==> src/rtl/eir_pkg.sv <==
package eir_pkg;

    localparam int VEC_W = 5;

    localparam logic [VEC_W-1:0] VEC_NONE = 5'd0;
    localparam logic [VEC_W-1:0] VEC_HPMC = 5'd1;
    localparam logic [VEC_W-1:0] VEC_PWR  = 5'd2;
    localparam logic [VEC_W-1:0] VEC_LPMC = 5'd3;
    localparam logic [VEC_W-1:0] VEC_EXT  = 5'd4;

    typedef enum logic [1:0] {
        SEL_PEND  = 2'd0,
        SEL_ENAB  = 2'd1,
        SEL_MPEND = 2'd2,
        SEL_RSVD  = 2'd3
    } reg_sel_e;

    typedef struct packed {
        logic             valid;
        logic [VEC_W-1:0] vec;
    } irq_t;

    // Fixed priority: lower vector number wins. Only the non-maskable
    // class ignores the global enable.
    function automatic irq_t pick_irq(input logic glb, input logic hpmc,
                                      input logic pwr, input logic lpmc,
                                      input logic ext);
        irq_t r;
        r.valid = 1'b1;
        if (hpmc)             r.vec = VEC_HPMC;
        else if (glb && pwr)  r.vec = VEC_PWR;
        else if (glb && lpmc) r.vec = VEC_LPMC;
        else if (glb && ext)  r.vec = VEC_EXT;
        else begin
            r.valid = 1'b0;
            r.vec   = VEC_NONE;
        end
        return r;
    endfunction

endpackage

==> src/rtl/eir_capture.sv <==
module eir_capture #(
    parameter int NUM_SRC = 32
) (
    input  logic               clk,
    input  logic               rst,
    input  logic [NUM_SRC-1:0] src_i,
    input  logic [NUM_SRC-1:0] clr_i,
    output logic [NUM_SRC-1:0] pend_o
);

    logic [NUM_SRC-1:0] pend_q;

    // One sticky flop per source; a set in the same cycle beats a clear.
    for (genvar i = 0; i < NUM_SRC; i++) begin : g_bit
        always_ff @(posedge clk) begin
            if (rst) pend_q[i] <= 1'b0;
            else     pend_q[i] <= src_i[i] | (pend_q[i] & ~clr_i[i]);
        end
    end

    assign pend_o = pend_q;


    set_wins_chk: assert property (@(posedge clk) disable iff (rst)
        (src_i != '0) |=> ((pend_q & $past(src_i)) == $past(src_i)));


    pend_hold_chk: assert property (@(posedge clk) disable iff (rst)
        (clr_i == '0) |=> ((pend_q & $past(pend_q)) == $past(pend_q)));

endmodule

==> src/rtl/eir_enable.sv <==
module eir_enable #(
    parameter int NUM_SRC = 32
) (
    input  logic               clk,
    input  logic               rst,
    input  logic               wr_i,
    input  logic [NUM_SRC-1:0] wdata_i,
    output logic [NUM_SRC-1:0] en_o
);

    logic [NUM_SRC-1:0] en_q;

    always_ff @(posedge clk) begin
        if (rst)       en_q <= '0;
        else if (wr_i) en_q <= wdata_i;
    end

    assign en_o = en_q;


    en_hold_chk: assert property (@(posedge clk) disable iff (rst)
        !wr_i |=> $stable(en_q));

endmodule

==> src/rtl/eir_arbiter.sv <==
module eir_arbiter
    import eir_pkg::*;
#(
    parameter int NUM_SRC = 32
) (
    input  logic               clk,
    input  logic               rst,
    input  logic               glb_en_i,
    input  logic [NUM_SRC-1:0] pend_i,
    input  logic [NUM_SRC-1:0] en_i,
    input  logic               pwrfail_i,
    input  logic               lpmc_i,
    input  logic               hpmc_i,
    output logic [NUM_SRC-1:0] masked_o,
    output logic               req_o,
    output logic [VEC_W-1:0]   vec_o
);

    logic [NUM_SRC-1:0] masked;
    logic               ext_any;
    irq_t               nxt;
    irq_t               cur_q;

    assign masked  = pend_i & en_i;
    assign ext_any = |masked;

    always_comb nxt = pick_irq(glb_en_i, hpmc_i, pwrfail_i, lpmc_i, ext_any);

    always_ff @(posedge clk) begin
        if (rst) cur_q <= '{valid: 1'b0, vec: VEC_NONE};
        else     cur_q <= nxt;
    end

    assign masked_o = masked;
    assign req_o    = cur_q.valid;
    assign vec_o    = cur_q.vec;


    hpmc_chk: assert property (@(posedge clk) disable iff (rst)
        hpmc_i |=> (req_o && vec_o == VEC_HPMC));


    gate_chk: assert property (@(posedge clk) disable iff (rst)
        (!glb_en_i && !hpmc_i) |=> !req_o);


    pwr_prio_chk: assert property (@(posedge clk) disable iff (rst)
        (glb_en_i && pwrfail_i && !hpmc_i) |=> (vec_o == VEC_PWR));


    ext_vec_chk: assert property (@(posedge clk) disable iff (rst)
        (glb_en_i && ext_any && !hpmc_i && !pwrfail_i && !lpmc_i)
            |=> (req_o && vec_o == VEC_EXT));


    vec_idle_chk: assert property (@(posedge clk) disable iff (rst)
        !req_o |-> (vec_o == VEC_NONE));

endmodule

==> src/rtl/eir_aggregator.sv <==
module eir_aggregator
    import eir_pkg::*;
#(
    parameter int NUM_SRC = 32
) (
    input  logic               clk,
    input  logic               rst,
    input  logic [NUM_SRC-1:0] src_i,
    input  logic               glb_en_i,
    input  logic               pwrfail_i,
    input  logic               lpmc_i,
    input  logic               hpmc_i,
    input  logic [1:0]         reg_sel_i,
    input  logic               reg_we_i,
    input  logic [NUM_SRC-1:0] reg_wdata_i,
    output logic [NUM_SRC-1:0] reg_rdata_o,
    output logic               irq_req_o,
    output logic [VEC_W-1:0]   irq_vec_o
);

    reg_sel_e           sel;
    logic               wr_pend;
    logic               wr_enab;
    logic [NUM_SRC-1:0] clr;
    logic [NUM_SRC-1:0] pend;
    logic [NUM_SRC-1:0] en;
    logic [NUM_SRC-1:0] masked;

    assign sel     = reg_sel_e'(reg_sel_i);
    assign wr_pend = reg_we_i && (sel == SEL_PEND);
    assign wr_enab = reg_we_i && (sel == SEL_ENAB);
    assign clr     = wr_pend ? reg_wdata_i : '0;

    eir_capture #(.NUM_SRC(NUM_SRC)) u_cap (
        .clk    (clk),
        .rst    (rst),
        .src_i  (src_i),
        .clr_i  (clr),
        .pend_o (pend)
    );

    eir_enable #(.NUM_SRC(NUM_SRC)) u_en (
        .clk     (clk),
        .rst     (rst),
        .wr_i    (wr_enab),
        .wdata_i (reg_wdata_i),
        .en_o    (en)
    );

    eir_arbiter #(.NUM_SRC(NUM_SRC)) u_arb (
        .clk       (clk),
        .rst       (rst),
        .glb_en_i  (glb_en_i),
        .pend_i    (pend),
        .en_i      (en),
        .pwrfail_i (pwrfail_i),
        .lpmc_i    (lpmc_i),
        .hpmc_i    (hpmc_i),
        .masked_o  (masked),
        .req_o     (irq_req_o),
        .vec_o     (irq_vec_o)
    );

    always_comb begin
        unique case (sel)
            SEL_PEND:  reg_rdata_o = pend;
            SEL_ENAB:  reg_rdata_o = en;
            SEL_MPEND: reg_rdata_o = masked;
            default:   reg_rdata_o = '0;
        endcase
    end

endmodule

==> config.mk <==
export PLATFORM = sky130hd
export DESIGN_NAME = eir_aggregator
export DESIGN_NICKNAME = d
export VERILOG_FILES = /design/src/rtl/eir_pkg.sv /design/src/rtl/eir_capture.sv /design/src/rtl/eir_enable.sv /design/src/rtl/eir_arbiter.sv /design/src/rtl/eir_aggregator.sv
export SDC_FILE = /design/constraint.sdc
export NUM_CORES = 1
export LEC_CHECK = 0
export ABC_AREA = 1
export BUFFER_PORTS_ARGS = -buffer_cell sky130_fd_sc_hd__buf_2
export CAP_MARGIN = 20
export CORE_ASPECT_RATIO = 1.25
export CORE_MARGIN = 1
export CORE_UTILIZATION = 35
export CTS_CLUSTER_SIZE = 14
export DETAILED_ROUTE_END_ITERATION = 8
export PLACE_DENSITY = 0.65
export SYNTH_ARGS = -nofsm -noshare
export SYNTH_HDL_FRONTEND = slang
export SYNTH_SLANG_ARGS = --single-unit
==> constraint.sdc <==
create_clock -name clk -period 2.3 [get_ports clk]
set_clock_uncertainty 0.15 [all_clocks]
set_input_delay 0.46 -clock clk [delete_from_list [all_inputs] [get_ports clk]]
set_output_delay 0.46 -clock clk [all_outputs]
set_load 0.01 [all_outputs]
# == Yosys cells after proc, flatten, opt, wreduce, memory -nomap -nowiden ==
# Cells that the tools add are included.
# word_totals
reg_bits,68
output_inout_bits,38
word_cells,155
in_bits,73
# classes
n_mux,10
bitwise_logic,97
n_eq_ne,2
n_reduce_logical,9
# op_table
operator,n
32-bit one-hot mux with 3 select lines,1
1-bit bitwise AND,32
32-bit bitwise AND,1
32-bit two-way mux,1
1-bit inverter,32
1-bit OR,32
32-bit OR reduction,1
1-bit logical AND,5
1-bit two-way mux,5
2-bit two-way mux,2
4-bit OR reduction,1
3-bit two-way mux,1
"2-bit by 1-bit equality test with 1-bit output, second input constant",1
"2-bit equality test, second input constant",1
2-bit logical NOT,1
2-bit OR reduction,1

# == Longest topological paths before layout ==
# Gate-level depths: netlist of run 1.
# depth
depth_word,7
mapped_depth,8
depth_no_buf,8

# == By module ==
# Synthesis of run 1 repeated with hierarchy kept, for this count alone.
# hier_totals
hier_cells,697
area_unflattened_um2,4082.7
# modules_own_cells
mod,seq_area_each_um2,n_inst,area_per_inst_um2,cells_per_inst
eir_enable,640.6,1,1338.8,203
eir_capture,640.6,1,1194.9,163
eir_aggregator,0.0,1,1036.0,217
eir_arbiter,80.1,1,513.0,114

# == Worst setup path before layout of run 1 ==
# OpenSTA, ideal clock, no wires.
# synth_timing
path_kind,input to output
startpoint,input reg_sel_i[0]
endpoint,output reg_rdata_o[10]
path_buffers,1
path_stages,6
required_ps,1690
setup_slack_ps,550
arrival_ps,1140
path_cell_list,inv_2 buf_1 nand2_1 nand2_1 o21ai_0 inv_1
# synth_between
elab_chain_cells,2
word_cells_on_any_way,4
cone_classes,eq/ne: 2; mux: 1; reduce/logical: 1
# synth_rtl
item,line_no,rtl
"start, declared",eir_aggregator.sv:13,"input logic [1:0] reg_sel_i,"
2-bit equality test (tied with other cells),eir_aggregator.sv:65,unique case (sel)
32-bit one-hot mux with 3 select lines (*),eir_aggregator.sv:65,
"end, declared",eir_aggregator.sv:16,"output logic [NUM_SRC-1:0] reg_rdata_o,"
# Every way passes the cells marked *; elsewhere a longest branch is shown, timed or not.

# == Worst setup path after layout of run 1 ==
# layout_timing
startpoint,input reg_sel_i[0]
endpoint,output reg_rdata_o[0]
# The elaborated chain is that of the path after synthesis.

==> results of run 1 <==
==> worst paths after layout <==
check                                       from               end  slack, ps
worst max-delay path                reg_sel_i[0]    reg_rdata_o[0]        320
worst min-delay path                   src_i[23]  u_cap.pend_o[23]        190
worst max register to register  u_cap.pend_o[25]       u_arb.req_o       1020
worst min register to register     u_en.en_o[11]     u_en.en_o[11]        320
==> cell families (layout without fill, tap and decap cells) <==
group | Yosys count | in the layout | synth area share, %
and+or+nand+nor | 265 | 265 | 33.6
buffers and inverters | 71 | 173 | 9.88
other | 1 | 2 | 0.114
AOI/OAI and AO/OA | 99 | 99 | 15.1
DFF | 68 | 68 | 41.4
==> final cells by class <==
cell class	instances	area (um2)	area share, %
Multi-Input combinational cell	366	1610	37.8
Sequential cell	68	1360	32.0
Timing Repair Buffer	121	676	15.9
Clock buffer	13	280	6.58
Tap cell	123	154	3.61
Inverter	36	135	3.17
Clock inverter	3	42.5	0.999
==> stage by stage <==
stage / cells / util [%] / setup WS [ps]
CTS: 730 / 46.7 / 300
floorplan: 505 / - / 550
detailed placement: 714 / 43.1 / 300
global placement: 714 / 43.1 / 319
finish: 730 / 46.7 / 321
global route: 730 / 46.7 / 194
==> power breakdown <==
| group | switching [mW] | leakage, nW | total (mW) | internal [mW] |
|---|---|---|---|---|
| Sequential | 0.0464 | 0.561 | 1.29 | 1.24 |
| Clock | 0.493 | 0.158 | 1.45 | 0.955 |
| Combinational | 0.239 | 1.51 | 0.403 | 0.165 |
| Total | 0.778 | 2.23 | 3.14 | 2.36 |
==> cells in the mapped netlist (all sizes together) <==
cell type,instances
clkbuf,7
dfxtp,68
conb,1
buf,28
o21ai,33
nand2,152
nand3b,1
inv,36
a21oi,66
nand3,64
nor3,1
nor2,47
==> layout by cell type (no fill, tap or decap), drive strengths merged, types with 2 or more instances in the layout <==
cell / instances
nor2: 47
clkbuf: 13
inv: 36
nand2: 152
dfxtp: 68
nand3: 64
conb: 2
buf: 121
a21oi: 66
o21ai: 33
==> registers in the layout (all words and copies together), names as in the netlist <==
name and count:
u_arb.req_o 1, u_arb.vec_o 3, u_cap.pend_o 32, u_en.en_o 32
==> critical path: stages <==
cell and delay (ps):
buf_2 130, inv_2 110, buf_4 260, nand2_1 80, nand2_1 70, o21ai_0 70, inv_1 60, buf_2 120
==> per-layer routing <==
metal	up-vias	track usage, %	share of wire [%]
li1	1809	-	-
met1	1659	23.9	43
met2	111	35.1	50
met3	15	3.51	5.5
met4	0	8.28	2.2
met5	-	0	0
==> run_results.csv, run 1 <==
group,metric,value,unit
sta,hold_slack,187,ps
placed_design,placed_area,3940,um2
setup_path,critical_path_required,1690,ps
logic_synthesis,synth_area_leader_cell,"dfxtp_1",
route,post-route-drc-count,0,
cells_and_area,stdcell_area,4260,um2
route,first_iter_violations,164,
route,wl_per_cell,13.0,um
route,drtAntennaViolNets,0,
floorplan,coreArea,9130,um2
logic_synthesis,synth_top_area_share,41.4,%
floorplan,die_w,88.7,um
floorplan,start_util,36.1,%
cts,numCtsBuffers,9,
sta,rsz0062_at_grt,"no",
logic_synthesis,ys_ff_latch,68,
cells_and_area,n_fill_cell,950,
sta,maxSlewViolCount,0,
placed_design,gp_congestion,0.793,
setup_path,path_max_fanout,18,
cells_and_area,antennaDiodeCount,0,
cts,cts_hold_buf,0,
setup_path,cp.arrival,1370,ps
sta,setup_viol,0,
floorplan,rows,39,
logic_synthesis,yosys.cell_types.count,19,
setup_path,reg2reg_depth,8,
route,num_vias,3594,
sta,finalCriticalPeriod,1980,ps
floorplan,die_area,9800,um2
power,power_leakage,2.23,nW
route,viasPerCell,4.92,
cts,clkLatencyLatePin,330,ps
floorplan,fp.dieH,110,um
cts,cts_sinks,68,
logic_synthesis,synthCells,504,
placed_design,port_buffers,108,
logic_synthesis,synth_area,3290,um2
power,power,3.14,mW
cts,cts_buffer_depth,2,
global_routing,track_usage,20.2,%
floorplan,num_io_pins,111,
setup_path,path_class,"in2out",
sta,clock.fmax,505,MHz
global_routing,overflow,0,
power,powerDensity,738,nW/um2
cts,path_clk_slew,50,ps
route,drtPass1Iterations,5,
cts,cts_root_buf,"clkbuf_16",
sta,hold_viol,0,
setup_path,critPathLaunchType,"input port",
cts,cts_resized,0,
run,drv_cap,0,
logic_synthesis,avgSynthCellArea,6.53,um2
cells_and_area,final_nets,675,
global_routing,grt_pass1_vias,3314,
cells_and_area,area_delta_synth_final,29.3,%
outcome,outcome,"complete, no violations",
global_routing,grt_pass1_wl,15200,um
route,wl,9460,um
cts,cts_max_level,3,
sta,min_period_over_period,86.0,%
logic_synthesis,ys_seq_area_share,41.4,%
min_path,worstHoldPathCells,3,
power,vdd_ir_drop_max,0.540,mV
global_routing,grt_start_max_net_pins,46,
placed_design,hpwl,6660,um
min_path,hp-class,"in2reg",
cells_and_area,drive_above_1_share,23.4,%
cts,postCtsSetupRepairBufs,0,
logic_synthesis,synth_area_leaders,"dfxtp_1, nand2_1, a21oi_1, nand3_1, nor2_1",
global_routing,antenna_found_initial,0,
cts,cts_tree,"yes",
sta,tns,0,ps
setup_path,critPathCaptureType,"output port",
logic_synthesis,yosys_warnings,0,
Power figures use the tool's default switching activity.
==> inputs of run 2 (changes only) <==
BUFFER_PORTS_ARGS = -buffer_cell sky130_fd_sc_hd__clkbuf_2   (was -buffer_cell sky130_fd_sc_hd__buf_2)
MAX_ROUTING_LAYER = met4   (was default)
==> run_results.csv, run 2 (same netlist as run 1, synthesis figures left out) <==
group,metric,value,unit
outcome,outcome,"complete, no violations",
sta,min_period_over_period,91.6,%
sta,hold_slack,189,ps
sta,finalCriticalPeriod,2110,ps
route,first_iter_violations,215,
run,drv_cap,0,
setup_path,critical_path_required,1690,ps
floorplan,coreArea,9130,um2
route,num_vias,3574,
power,powerDensity,721,nW/um2
sta,tns,0,ps
route,viasPerCell,4.94,
floorplan,die_area,9800,um2
floorplan,start_util,36.1,%
route,wl,9460,um
route,drtAntennaViolNets,0,
cts,cts_tree,"yes",
global_routing,overflow,0,
sta,maxSlewViolCount,0,
cells_and_area,area_delta_synth_final,27.1,%
cells_and_area,final_common_cell,"nand2_1",
sta,setup_viol,0,
route,post-route-drc-count,0,
cells_and_area,drive_above_1_share,22.1,%
cells_and_area,antennaDiodeCount,0,
route,wl_per_cell,13.1,um
cts,cts_buffer_depth,2,
cts,postCtsSetupRepairBufs,0,
global_routing,grt_start_max_net_pins,65,
cells_and_area,most-common-layout-cells,"nand2_1, clkbuf_2, dfxtp_1, a21oi_1, nand3_1",
cts,cts_sinks,68,
cts,cts_hold_buf,0,
placed_design,hpwl,6530,um
cts,numCtsBuffers,9,
setup_path,critPathCaptureType,"output port",
sta,rsz0062_at_grt,"no",
global_routing,grt_pass1_wl,15400,um
placed_design,gp_congestion,0.784,
min_path,hp-class,"in2reg",
cts,clkLatencyLatePin,330,ps
floorplan,rows,39,
cts,cts_max_level,3,
sta,hold_viol,0,
floorplan,num_io_pins,111,
route,drtPass1Iterations,4,
global_routing,track_usage,20.9,%
setup_path,critPathLaunchType,"input port",
power,power_leakage,2.18,nW
power,vdd_ir_drop_max,0.371,mV
global_routing,antenna_found_initial,0,
cells_and_area,final_nets,670,
global_routing,grt_pass1_vias,3304,
cts,cts_resized,0,
floorplan,fp.dieH,110,um
sta,clock.fmax,474,MHz
floorplan,die_w,88.7,um
setup_path,path_max_fanout,32,
placed_design,port_buffers,108,
setup_path,cp.arrival,1500,ps
cts,cts_root_buf,"clkbuf_16",
setup_path,path_class,"in2out",
cts,path_clk_slew,50,ps
==> run 2: cell types whose count changed in the layout (fill, tap and decap cells not counted) <==
| cell | change |
|---|---|
| buf_2 | -108 |
| buf_4 | -5 |
| clkbuf_8 | -3 |
| clkbuf_2 | +108 |
| clkbuf_1 | +3 |
| clkinvlp_4 | -1 |
==> run 2: power breakdown <==
part / switching (mW) / total (mW) / internal (mW)
combinational: 0.240 / 0.399 / 0.159
clock: 0.468 / 1.33 / 0.861
sequential: 0.0455 / 1.29 / 1.24
==> run 2: cell type report <==
cell class / instances / area, um2
Inverter: 36 / 135
Tap cell: 123 / 154
Sequential cell: 68 / 1360
Clock inverter: 2 / 35.0
Multi-Input combinational cell: 366 / 1610
Fill cell: 991 / 4940
Timing Repair Buffer: 116 / 638
Clock buffer: 13 / 250
==> run 2: routing by layer <==
layer | vias to the layer above | part of all wire (%) | GRT usage [%]
li1 | 1808 | - | -
met4 | 0 | 3.4 | 9.46
met2 | 114 | 49 | 32.6
met1 | 1629 | 42 | 25.7
met3 | 23 | 6.0 | 4.19
met5 | - | 0 | -
==> run 2: worst paths after layout <==
| kind | startpoint | endpoint | slack [ps] | cells past startpoint |
|---|---|---|---|---|
| max | reg_sel_i[0] | reg_rdata_o[3] | 190 | 8 |
| min | src_i[25] | u_cap.pend_o[25] | 190 | 3 |
| max reg2reg | u_cap.pend_o[25] | u_arb.req_o | 1000 | 8 |
| min reg2reg | u_en.en_o[11] | u_en.en_o[11] | 320 | 2 |
==> run 2: worst max-delay path, stage by stage <==
cell	delay (ps)
clkbuf_2	110
inv_2	110
buf_4	360
nand2_1	100
nand2_1	80
o21ai_0	80
inv_1	60
clkbuf_2	120
==> run 2: metrics by stage <==
stage	setup slack (ps)	instance area [um2]	cells	power, mW	utilization (%)
2_1_floorplan	550	3300	505	1.54	-
3_3_place_gp	228	3900	709	1.70	42.7
3_5_place_dp	203	3900	709	1.71	42.7
4_1_cts	203	4180	724	3.03	45.8
5_1_grt	58.1	4180	724	3.15	45.8
6_report	192	4180	724	3.02	45.8
